[src/rtl/vsa_pkg.sv]
package vsa_pkg;
  typedef enum logic {AG_IDLE = 1'b0, AG_RUN = 1'b1} ag_state_e;
endpackage

[src/rtl/vsa_bank.sv]
module vsa_bank #(
  parameter int DW  = 16,
  parameter int RW  = 4,
  parameter int EIW = 4,
  parameter int LAT = 11
) (
  input  logic           clk,
  input  logic           rst_n,
  input  logic           acc,
  input  logic           we,
  input  logic [RW-1:0]  row,
  input  logic [DW-1:0]  wdata,
  input  logic [EIW-1:0] tag,
  output logic           ready,
  output logic           rsp_vld,
  output logic [DW-1:0]  rsp_data,
  output logic [EIW-1:0] rsp_tag
);
  localparam int CW   = $clog2(LAT);
  localparam int ROWS = 1 << RW;

  logic [CW-1:0]  cnt_q, cnt_n;
  logic           we_q;
  logic [RW-1:0]  row_q;
  logic [DW-1:0]  wd_q;
  logic [EIW-1:0] tag_q;
  logic [DW-1:0]  mem [ROWS];
  logic           fin;

  assign ready = (cnt_q == '0);
  assign fin   = (cnt_q == CW'(1));

  always_comb begin
    cnt_n = cnt_q;
    if (acc)               cnt_n = CW'(LAT - 1);
    else if (cnt_q != '0)  cnt_n = cnt_q - CW'(1);
  end

  always_ff @(posedge clk or negedge rst_n) begin
    if (!rst_n) begin
      cnt_q   <= '0;
      rsp_vld <= 1'b0;
    end else begin
      cnt_q   <= cnt_n;
      rsp_vld <= fin && !we_q;
    end
  end

  always_ff @(posedge clk) begin
    if (acc) begin
      we_q  <= we;
      row_q <= row;
      wd_q  <= wdata;
      tag_q <= tag;
    end
    if (fin && we_q) mem[row_q] <= wd_q;
    if (fin && !we_q) begin
      rsp_data <= mem[row_q];
      rsp_tag  <= tag_q;
    end
  end
endmodule

[src/rtl/vsa_agen.sv]
module vsa_agen import vsa_pkg::*; #(
  parameter int AW    = 8,
  parameter int NBANK = 16,
  parameter int VLW   = 5,
  parameter int EIW   = 4
) (
  input  logic             clk,
  input  logic             rst_n,
  input  logic             cmd_valid,
  input  logic             cmd_store,
  input  logic [AW-1:0]    cmd_base,
  input  logic [AW-1:0]    cmd_stride,
  input  logic [VLW-1:0]   cmd_vlen,
  input  logic [NBANK-1:0] bank_ready,
  input  logic             wb_valid,
  output logic             iss_valid,
  output logic             iss_we,
  output logic [AW-1:0]    iss_addr,
  output logic [EIW-1:0]   iss_idx,
  output logic [AW-1:0]    cur_stride,
  output logic             busy,
  output logic             done
);
  localparam int BW = $clog2(NBANK);

  ag_state_e      st_q, st_n;
  logic           store_q, store_n, done_n, data_en;
  logic [AW-1:0]  addr_q, addr_n, stride_q, stride_n;
  logic [VLW-1:0] vlen_q, vlen_n, iss_q, iss_n, wb_q, wb_n;
  logic           start;

  assign start      = (st_q == AG_IDLE) && cmd_valid;
  assign iss_valid  = (st_q == AG_RUN) && (iss_q < vlen_q) && bank_ready[addr_q[BW-1:0]];
  assign iss_we     = store_q;
  assign iss_addr   = addr_q;
  assign iss_idx    = iss_q[EIW-1:0];
  assign cur_stride = stride_q;
  assign busy       = (st_q == AG_RUN);
  assign data_en    = start || iss_valid;

  always_comb begin
    st_n     = st_q;
    store_n  = store_q;
    addr_n   = addr_q;
    stride_n = stride_q;
    vlen_n   = vlen_q;
    iss_n    = iss_q;
    wb_n     = wb_q;
    done_n   = 1'b0;
    if (start) begin
      if (cmd_vlen == '0) begin
        done_n = 1'b1;
      end else begin
        st_n     = AG_RUN;
        store_n  = cmd_store;
        addr_n   = cmd_base;
        stride_n = cmd_stride;
        vlen_n   = cmd_vlen;
        iss_n    = '0;
        wb_n     = '0;
      end
    end else if (st_q == AG_RUN) begin
      if (iss_valid) begin
        addr_n = addr_q + stride_q;
        iss_n  = iss_q + VLW'(1);
        if (store_q && (iss_q == vlen_q - VLW'(1))) begin
          done_n = 1'b1;
          st_n   = AG_IDLE;
        end
      end
      if (!store_q && wb_valid) begin
        wb_n = wb_q + VLW'(1);
        if (wb_q == vlen_q - VLW'(1)) begin
          done_n = 1'b1;
          st_n   = AG_IDLE;
        end
      end
    end
  end

  always_ff @(posedge clk or negedge rst_n) begin
    if (!rst_n) begin
      st_q <= AG_IDLE;
      done <= 1'b0;
      iss_q <= '0;
      wb_q  <= '0;
    end else begin
      st_q <= st_n;
      done <= done_n;
      iss_q <= iss_n;
      wb_q  <= wb_n;
    end
  end

  always_ff @(posedge clk) begin
    if (data_en) begin
      store_q  <= store_n;
      addr_q   <= addr_n;
      stride_q <= stride_n;
      vlen_q   <= vlen_n;
    end
  end
endmodule

[src/rtl/vsa_vrf.sv]
module vsa_vrf #(
  parameter int DW    = 16,
  parameter int DEPTH = 16,
  parameter int EIW   = 4
) (
  input  logic           clk,
  input  logic           we,
  input  logic [EIW-1:0] widx,
  input  logic [DW-1:0]  wdata,
  input  logic [EIW-1:0] ridx_a,
  output logic [DW-1:0]  rdata_a,
  input  logic [EIW-1:0] ridx_b,
  output logic [DW-1:0]  rdata_b
);
  logic [DW-1:0] regs [DEPTH];

  assign rdata_a = regs[ridx_a];
  assign rdata_b = regs[ridx_b];

  always_ff @(posedge clk) begin
    if (we) regs[widx] <= wdata;
  end
endmodule

[src/rtl/vec_stride_agu.sv]
module vec_stride_agu #(
  parameter  int DW    = 16,
  parameter  int AW    = 8,
  parameter  int NBANK = 16,
  parameter  int LAT   = 11,
  parameter  int VLMAX = 16,
  localparam int VLW   = $clog2(VLMAX + 1),
  localparam int EIW   = $clog2(VLMAX)
) (
  input  logic           clk,
  input  logic           rst_n,
  input  logic           cmd_valid,
  input  logic           cmd_store,
  input  logic [AW-1:0]  cmd_base,
  input  logic [AW-1:0]  cmd_stride,
  input  logic [VLW-1:0] cmd_vlen,
  output logic           busy,
  output logic           done,
  input  logic           vrf_wr_en,
  input  logic [EIW-1:0] vrf_wr_idx,
  input  logic [DW-1:0]  vrf_wr_data,
  input  logic [EIW-1:0] vrf_rd_idx,
  output logic [DW-1:0]  vrf_rd_data
);
  localparam int BW = $clog2(NBANK);
  localparam int RW = AW - BW;

  logic rst_m, rst_q;
  always_ff @(posedge clk or negedge rst_n) begin
    if (!rst_n) {rst_q, rst_m} <= 2'b00;
    else        {rst_q, rst_m} <= {rst_m, 1'b1};
  end

  logic             iss_valid, iss_we, wb_valid;
  logic [AW-1:0]    iss_addr, cur_stride;
  logic [EIW-1:0]   iss_idx, wb_tag;
  logic [DW-1:0]    st_data, wb_data;
  logic [NBANK-1:0] bank_rdy, bank_acc, rsp_vld;
  logic [DW-1:0]    rsp_dat [NBANK];
  logic [EIW-1:0]   rsp_tag [NBANK];

  vsa_agen #(.AW(AW), .NBANK(NBANK), .VLW(VLW), .EIW(EIW)) agen_i (
    .clk(clk), .rst_n(rst_q),
    .cmd_valid(cmd_valid), .cmd_store(cmd_store), .cmd_base(cmd_base),
    .cmd_stride(cmd_stride), .cmd_vlen(cmd_vlen),
    .bank_ready(bank_rdy), .wb_valid(wb_valid),
    .iss_valid(iss_valid), .iss_we(iss_we), .iss_addr(iss_addr),
    .iss_idx(iss_idx), .cur_stride(cur_stride), .busy(busy), .done(done)
  );

  for (genvar b = 0; b < NBANK; b++) begin : g_bank
    assign bank_acc[b] = iss_valid && (iss_addr[BW-1:0] == BW'(b));
    vsa_bank #(.DW(DW), .RW(RW), .EIW(EIW), .LAT(LAT)) bank_i (
      .clk(clk), .rst_n(rst_q),
      .acc(bank_acc[b]), .we(iss_we), .row(iss_addr[AW-1:BW]),
      .wdata(st_data), .tag(iss_idx),
      .ready(bank_rdy[b]), .rsp_vld(rsp_vld[b]),
      .rsp_data(rsp_dat[b]), .rsp_tag(rsp_tag[b])
    );
  end

  always_comb begin
    wb_valid = |rsp_vld;
    wb_data  = '0;
    wb_tag   = '0;
    for (int b = 0; b < NBANK; b++) begin
      wb_data = wb_data | (rsp_dat[b] & {DW{rsp_vld[b]}});
      wb_tag  = wb_tag  | (rsp_tag[b] & {EIW{rsp_vld[b]}});
    end
  end

  vsa_vrf #(.DW(DW), .DEPTH(VLMAX), .EIW(EIW)) vrf_i (
    .clk(clk),
    .we(wb_valid || vrf_wr_en),
    .widx(wb_valid ? wb_tag : vrf_wr_idx),
    .wdata(wb_valid ? wb_data : vrf_wr_data),
    .ridx_a(iss_idx), .rdata_a(st_data),
    .ridx_b(vrf_rd_idx), .rdata_b(vrf_rd_data)
  );
endmodule

[config.mk]
export PLATFORM = sky130hd
export DESIGN_NAME = vec_stride_agu
export DESIGN_NICKNAME = d
export VERILOG_FILES = /design/src/rtl/vsa_pkg.sv /design/src/rtl/vsa_bank.sv /design/src/rtl/vsa_agen.sv /design/src/rtl/vsa_vrf.sv /design/src/rtl/vec_stride_agu.sv
export SDC_FILE = /design/constraint.sdc
export NUM_CORES = 2
export LEC_CHECK = 0
export CAP_MARGIN = 20
export CORE_UTILIZATION = 55
export CTS_BUF_LIST = sky130_fd_sc_hd__clkbuf_8
export DETAILED_ROUTE_END_ITERATION = 10
export DONT_BUFFER_PORTS = 1
export GPL_ROUTABILITY_DRIVEN = 1
export PLACE_DENSITY_LB_ADDON = 0.05
export RECOVER_POWER = 50
export SYNTH_ARGS = -nofsm -noshare
export SYNTH_HDL_FRONTEND = slang
export SYNTH_MEMORY_MAX_BITS = 65536
export SYNTH_SLANG_ARGS = --single-unit
export TNS_END_PERCENT = 100
[constraint.sdc]
create_clock -name clk -period 5.2 [get_ports clk]
set_clock_uncertainty 0.1 [all_clocks]
set_input_delay 1.04 -clock clk [delete_from_list [all_inputs] [get_ports clk]]
set_output_delay 1.04 -clock clk [all_outputs]
set_load 0.01 [all_outputs]
# == Word-level counts from Yosys, hierarchy flattened ==
# Memories as Yosys holds them, arrays and structs flattened. A register that Yosys moved wholly into a read port is not among the register bits.
# Index checks and enable logic that the tools add are counted.
# op_classes
addsub,20
n_lt_le_gt_ge,2
eq_ne,34
n_mux,95
bitwise_logic,64
n_reduce_logical,130
# op_table
cell,n
$and 16x16->16,16
$or 16x16->16,15
$mux 4,33
$eq 4x1->1 const B,17
$logic_not 4->1,17
$and 4x4->4,16
$reduce_bool 4->1,16
$sub 4x1->4 const B,16
$or 4x4->4,15
$logic_and 1x1->1,53
$mux 1,49
$reduce_bool 2->1,19
$mux 5,7
$eq 4x4->1 const B,8
$mux 8,4
$logic_not 1->1,17
$eq 4x3->1 const B,4
$mux 16,1
$reduce_or 16->1,1
$add 5x1->5 const B,2
$eq 5x5->1,2
$reduce_and 3->1,3
$add 8x8->8,1
$eq 4x2->1 const B,2
other kinds (9),11
# word_totals
regBits,580
mem_bits_rw,4352
input_bits,50
output_inout_bits,18
elab_cells,484
mem_count,17
# mem_list
memory,depth,width,read_ports,rd_clocked_by_memory_dff,wr,line_no,text
g_bank[0].bank_i.mem,16,16,1,1,1,vsa_bank.sv:27,logic [DW-1:0] mem [ROWS];
g_bank[10].bank_i.mem,16,16,1,1,1,vsa_bank.sv:27,
g_bank[11].bank_i.mem,16,16,1,1,1,vsa_bank.sv:27,
g_bank[12].bank_i.mem,16,16,1,1,1,vsa_bank.sv:27,
g_bank[13].bank_i.mem,16,16,1,1,1,vsa_bank.sv:27,
g_bank[14].bank_i.mem,16,16,1,1,1,vsa_bank.sv:27,
+11 memories,--,--,--,--,--,--,

# == Logic depth before layout (Yosys ltp) ==
# logic_depth
depth_word,17
depth_mapped,12
mapped_depth_nobuf,9

# == By module ==
# Synthesis repeated with hierarchy kept, for this count alone.
# unflattened
hier_cells,8827
hier_area_um2,197649.6
# modules_own_cells
mod,n_inst,cells_each,area_each_um2,seq_area_each_um2
vsa_bank at g_bank[12].bank_i ...,13,487,11363.4,9163.8
vsa_bank at g_bank[0].bank_i ...,2,488,11312.1,9163.8
vsa_vrf,1,553,11728.7,7687.4
vsa_bank at g_bank[11].bank_i,1,488,11310.8,9163.8
vec_stride_agu,1,288,2153.3,50.0
vsa_agen,1,191,2108.3,960.9

# == Least setup slack after synthesis ==
# No wires, ideal clock.
# synth_path
kind,register -> register
start,register agen_i.iss_q[0]
end,register g_bank[10].bank_i.row_q[0] (enable)
setup_time_ns,0.438
arrival_time_ns,4.059
t_required_ns,4.662
slack_ns,0.602
stages_incl_launch_ff,13
path_buffers,4
period_less_slack_ns,4.598
cell_sequence,dfrtp_1 buf_1 buf_2 inv_1 ha_1 nor2b_1 o2111ai_1 nand4b_1 nor3_2 nand2_2 buf_6 buf_6 nor3_1
# synth_between
elab_chain_cells,4
# synth_rtl
item,line_no,text
from (decl),vsa_agen.sv:29,"logic [VLW-1:0] vlen_q, vlen_n, iss_q, iss_n, wb_q, wb_n;"
from (signal assigned),vsa_agen.sv:90,iss_q <= iss_n;
$lt 5x5->1,vsa_agen.sv:33,assign iss_valid = (st_q == AG_RUN) && (iss_q < vlen_q) && bank_ready[addr_q[BW-1:0]];
$logic_and 1x1->1 (2 in a row),vsa_agen.sv:33,
$logic_and 1x1->1,vec_stride_agu.sv:52,assign bank_acc[b] = iss_valid && (iss_addr[BW-1:0] == BW'(b));
named net g_bank[10].bank_i.acc,vsa_bank.sv:9,"input logic acc,"
to (signal assigned),vsa_bank.sv:52,row_q <= row;
to (decl),vsa_bank.sv:24,logic [RW-1:0] row_q;
# The timed path passes the listed nets, and every way through them passes these cells.
# A chain may end at the register's enable or synchronous reset.

# == Worst setup path in the final report ==
# layout_path
start,register agen_i.iss_q[2]
end,"register g_bank[7].bank_i.wd_q[12], data pin"
# layout_between
elab_chain_cells,1
# layout_rtl
item,line_no,text
$mem_v2 16x16,--,
named net g_bank[0].bank_i.wdata[12],vsa_bank.sv:12,"input logic [DW-1:0] wdata,"
to (signal assigned),vsa_bank.sv:53,wd_q <= wdata;
to (decl),vsa_bank.sv:25,logic [DW-1:0] wd_q;
# The timed path passes the listed nets, and every way through them passes these cells.

==> results by group <==
Outcome
  • Status: finished with violations
  • Failing checks: design-rule violations, max-capacitance violations, max-slew violations

STA
  • Min cycle time layout: 4.87 ns
  • Worst slew margin: -161%
  • Final Worst Setup Slack: 0.331 ns
  • FMAX: 0.205 GHz
  • Final TNS setup: 0 ns
  • Final Cycle Share: 93.6%
  • Count of final hold-check violations: 0
  • Final setup fails: 0
  • Worst-Margin Slew: 3.92 ns
  • Final count of pins violating max slew: 785
  • RSZ-0062 raised after global routing: no

Synthesis
  • Mean cell area of the mapped netlist: 23.9 um^2
  • Main synth FF type: edfxtp_1
  • Cell Area, Synth: 0.196 mm^2
  • Seq cells post-synth: 5188
  • Synth Net Count: 8321
  • Ys Warns: 0
  • Synth cell types: 61
  • Number of synthesized flops with an enable pin: 5094
  • Post-Synthesis Cells: 8223
  • Seq/Total Area, Yosys: 79.1%
  • Post-synthesis async set-or-reset flop share: 1.81%

Placement
  • IO Port Bufs: 0
  • Gp weighted congestion: 0.945
  • Dpl ws: 0.993 ns
  • HPWL Detailed: 309 mm

Die
  • Die W: 599 um
  • Site row count: 219
  • Initial Util: 55.2%
  • Core area: 0.356 mm^2
  • Ports: 68
  • Full die area: 0.359 mm^2
  • Die extent in y: 599 um

Clocking
  • H-tree levels: 6
  • CTS max path bufs: 4
  • Inserted Clock Buffers: 807
  • Post-CTS setup buffers: 0
  • Clock tree sinks: 5188
  • CTS tree: built
  • Clk Tree Root Cell: clkbuf_8
  • # hold bufs at CTS: 25
  • Clock slew at reported path FFs: 0.07 ns
  • Post-CTS sizing: 0
  • Clk Latency, worst-skew pair: 1.27 ns

Routing
  • DRC violations left: 10
  • Total Wirelength: 511 mm
  • ANT nets after route: 0
  • Drt pass-1 iters: 8
  • Vias/cell: 6.41
  • Initial drt markers: 11674
  • Average wire per standard cell: 35.1 um
  • Vias: 93333

Setup path
  • WP data required: 6.19 ns
  • Family with the most delay on the worst path: buffers and inverters
  • Buf+Inv Stages, Crit Path: 2
  • Critical path class: reg2reg
  • Worst path cell trace: clkbuf_1 > mux4_2 > buf_4
  • CP endpoint kind: flop
  • Critical Path AT: 5.86 ns
  • Critical Path Start Type: flop
  • CP max stage cell: clkbuf_1
  • Worst path max stage delay: 2.44 ns
  • Critical path peak fanout: 37
  • Worst R2R Setup Slack: 0.33 ns

Power
  • Maximum vdd drop: 0.498 mV
  • Power, Total: 0.104 W
  • PwrDens: 476 mW/mm^2
  • Leak Pwr: 69.5 nW

Finish
  • Most common cell after layout, fill and taps aside: edfxtp_1
  • Most frequent cells in the layout: edfxtp_1 (5094), mux4_2 (1440), clkbuf_8 (827)
  • Multi-input gate area: 0.0398 mm^2
  • Fillers: 24606
  • Share of cells above drive strength 1: 31.5%
  • Register area: 0.155 mm^2
  • Area growth syn-to-layout: 11.9%
  • Final #Nets: 9179

Run
  • Max Cap Violations: 27

Global route
  • Initial antenna violation count: 65
  • Tot GR Track Use: 28.7%
  • Largest net degree at the start of global routing: 69
  • Vias in the first global route: 93588
  • Total congestion overflow: 0
  • First-pass GRT wire length: 713 mm

Hold path
  • Worst hold path class: in2reg
[layout make-up]
| class | count | area share, % |
|---|---|---|
| antenna | 102 | 0.116 |
| multi-input combinational | 2550 | 18.1 |
| clock buffer | 827 | 5.18 |
| inverter | 58 | 0.0991 |
| tap | 4751 | 2.71 |
| timing repair buffer | 476 | 1.70 |
| clock inverter | 599 | 1.38 |
| sequential | 5188 | 70.7 |
[per-stage QoR]
| step | instance area [um^2] | hold slack [ns] | util (%) | std cells |
|---|---|---|---|---|
| floorplan | 196000 | 0.231 | - | 8223 |
| global placement | 205000 | 0.233 | 57.6 | 12979 |
| detailed placement | 205000 | 0.235 | 57.7 | 12990 |
| CTS | 220000 | 0.121 | 61.8 | 14441 |
| global route | 220000 | 0.171 | 61.7 | 14469 |
| finish | 220000 | 0.242 | 61.8 | 14551 |
[cells by family (layout without fill, tap and decap cells)]
family,count (synthesis),after routing,share of synthesized area (%)
AO/OA/AOI/OAI,312,312,1.17
adder cells (fa/ha/maj),48,48,0.310
other,1,103,0.00191
flip-flops,5188,5188,79.1
XOR/XNOR,36,36,0.161
multiplexers,1452,1452,16.6
buffers and inverters,485,1960,0.986
AND/OR/NAND/NOR,701,701,1.68
[power by group]
part | switching (W) | leakage (nW) | internal [W]
combinational | 0.0133 | 14.1 | 0.00554
sequential | 0.00258 | 47.0 | 0.0519
clock | 0.0156 | 8.44 | 0.0155
total | 0.0315 | 69.5 | 0.0730
[cell usage after synthesis, types with 4 or more instances]
cell type	instances	area share, %
a21o_1	4	0.015
a21oi_1	46	0.12
a221oi_1	34	0.15
a22o_1	34	0.15
a22oi_1	92	0.35
and3_1	13	0.041
buf_1	54	0.10
buf_2	65	0.17
buf_4	5	0.019
clkbuf_1	301	0.58
dfrtp_1	94	1.2
edfxtp_1	5094	78
ha_1	47	0.30
inv_1	58	0.11
mux2i_1	11	0.056
mux4_2	1440	17
nand2_1	104	0.20
nand2b_1	44	0.14
nand3_1	62	0.16
nand3b_1	11	0.042
nand4_1	31	0.099
nor2_1	279	0.53
nor3_1	96	0.24
nor3_2	5	0.025
nor3b_1	6	0.023
nor4_1	6	0.019
o21ai_0	27	0.069
o22a_1	18	0.080
o31a_1	12	0.054
o31ai_1	32	0.12
or2_2	6	0.019
or3_1	23	0.073
xnor2_1	24	0.11
xor2_1	12	0.054
[worst paths after layout]
path | startpoint | to | cells past startpoint
max | agen_i.iss_q[2] | g_bank[7].bank_i.wd_q[12] | 3
min | vrf_wr_data[14] | vrf_i.regs[7][14] | 3
max reg2reg | agen_i.iss_q[2] | g_bank[7].bank_i.wd_q[12] | 3
min reg2reg | rst_m | rst_q | 0
max in group asynchronous | rst_q | g_bank[4].bank_i.rsp_vld | 1
min in group asynchronous | rst_n | rst_m | 2
[registers in the layout, summed over array words and instances (netlist names), 16 cells and up]
register	flops
g_bank.bank_i.mem	4096
g_bank.bank_i.rsp_data	256
g_bank.bank_i.wd_q	256
vrf_i.regs	256
g_bank.bank_i.cnt_q	64
g_bank.bank_i.row_q	64
g_bank.bank_i.rsp_tag	64
g_bank.bank_i.tag_q	64
g_bank.bank_i.rsp_vld	16
g_bank.bank_i.we_q	16
[per-layer routing]
| metal | vias up | GRT usage [%] | wire length (um) |
|---|---|---|---|
| met4 | 10 | 10.4 | 18600 |
| met3 | 886 | 5.08 | 43900 |
| met5 | - | 0 | 59 |
| met1 | 50362 | 40.9 | 200000 |
| li1 | 37232 | - | - |
| met2 | 4843 | 45.1 | 248000 |
[worst min-delay path, cell delays in order]
cell	delay [ns]
nor2_1	0.09
a21oi_1	0.06
buf_4	0.19
(Power assumes the default switching activity.)
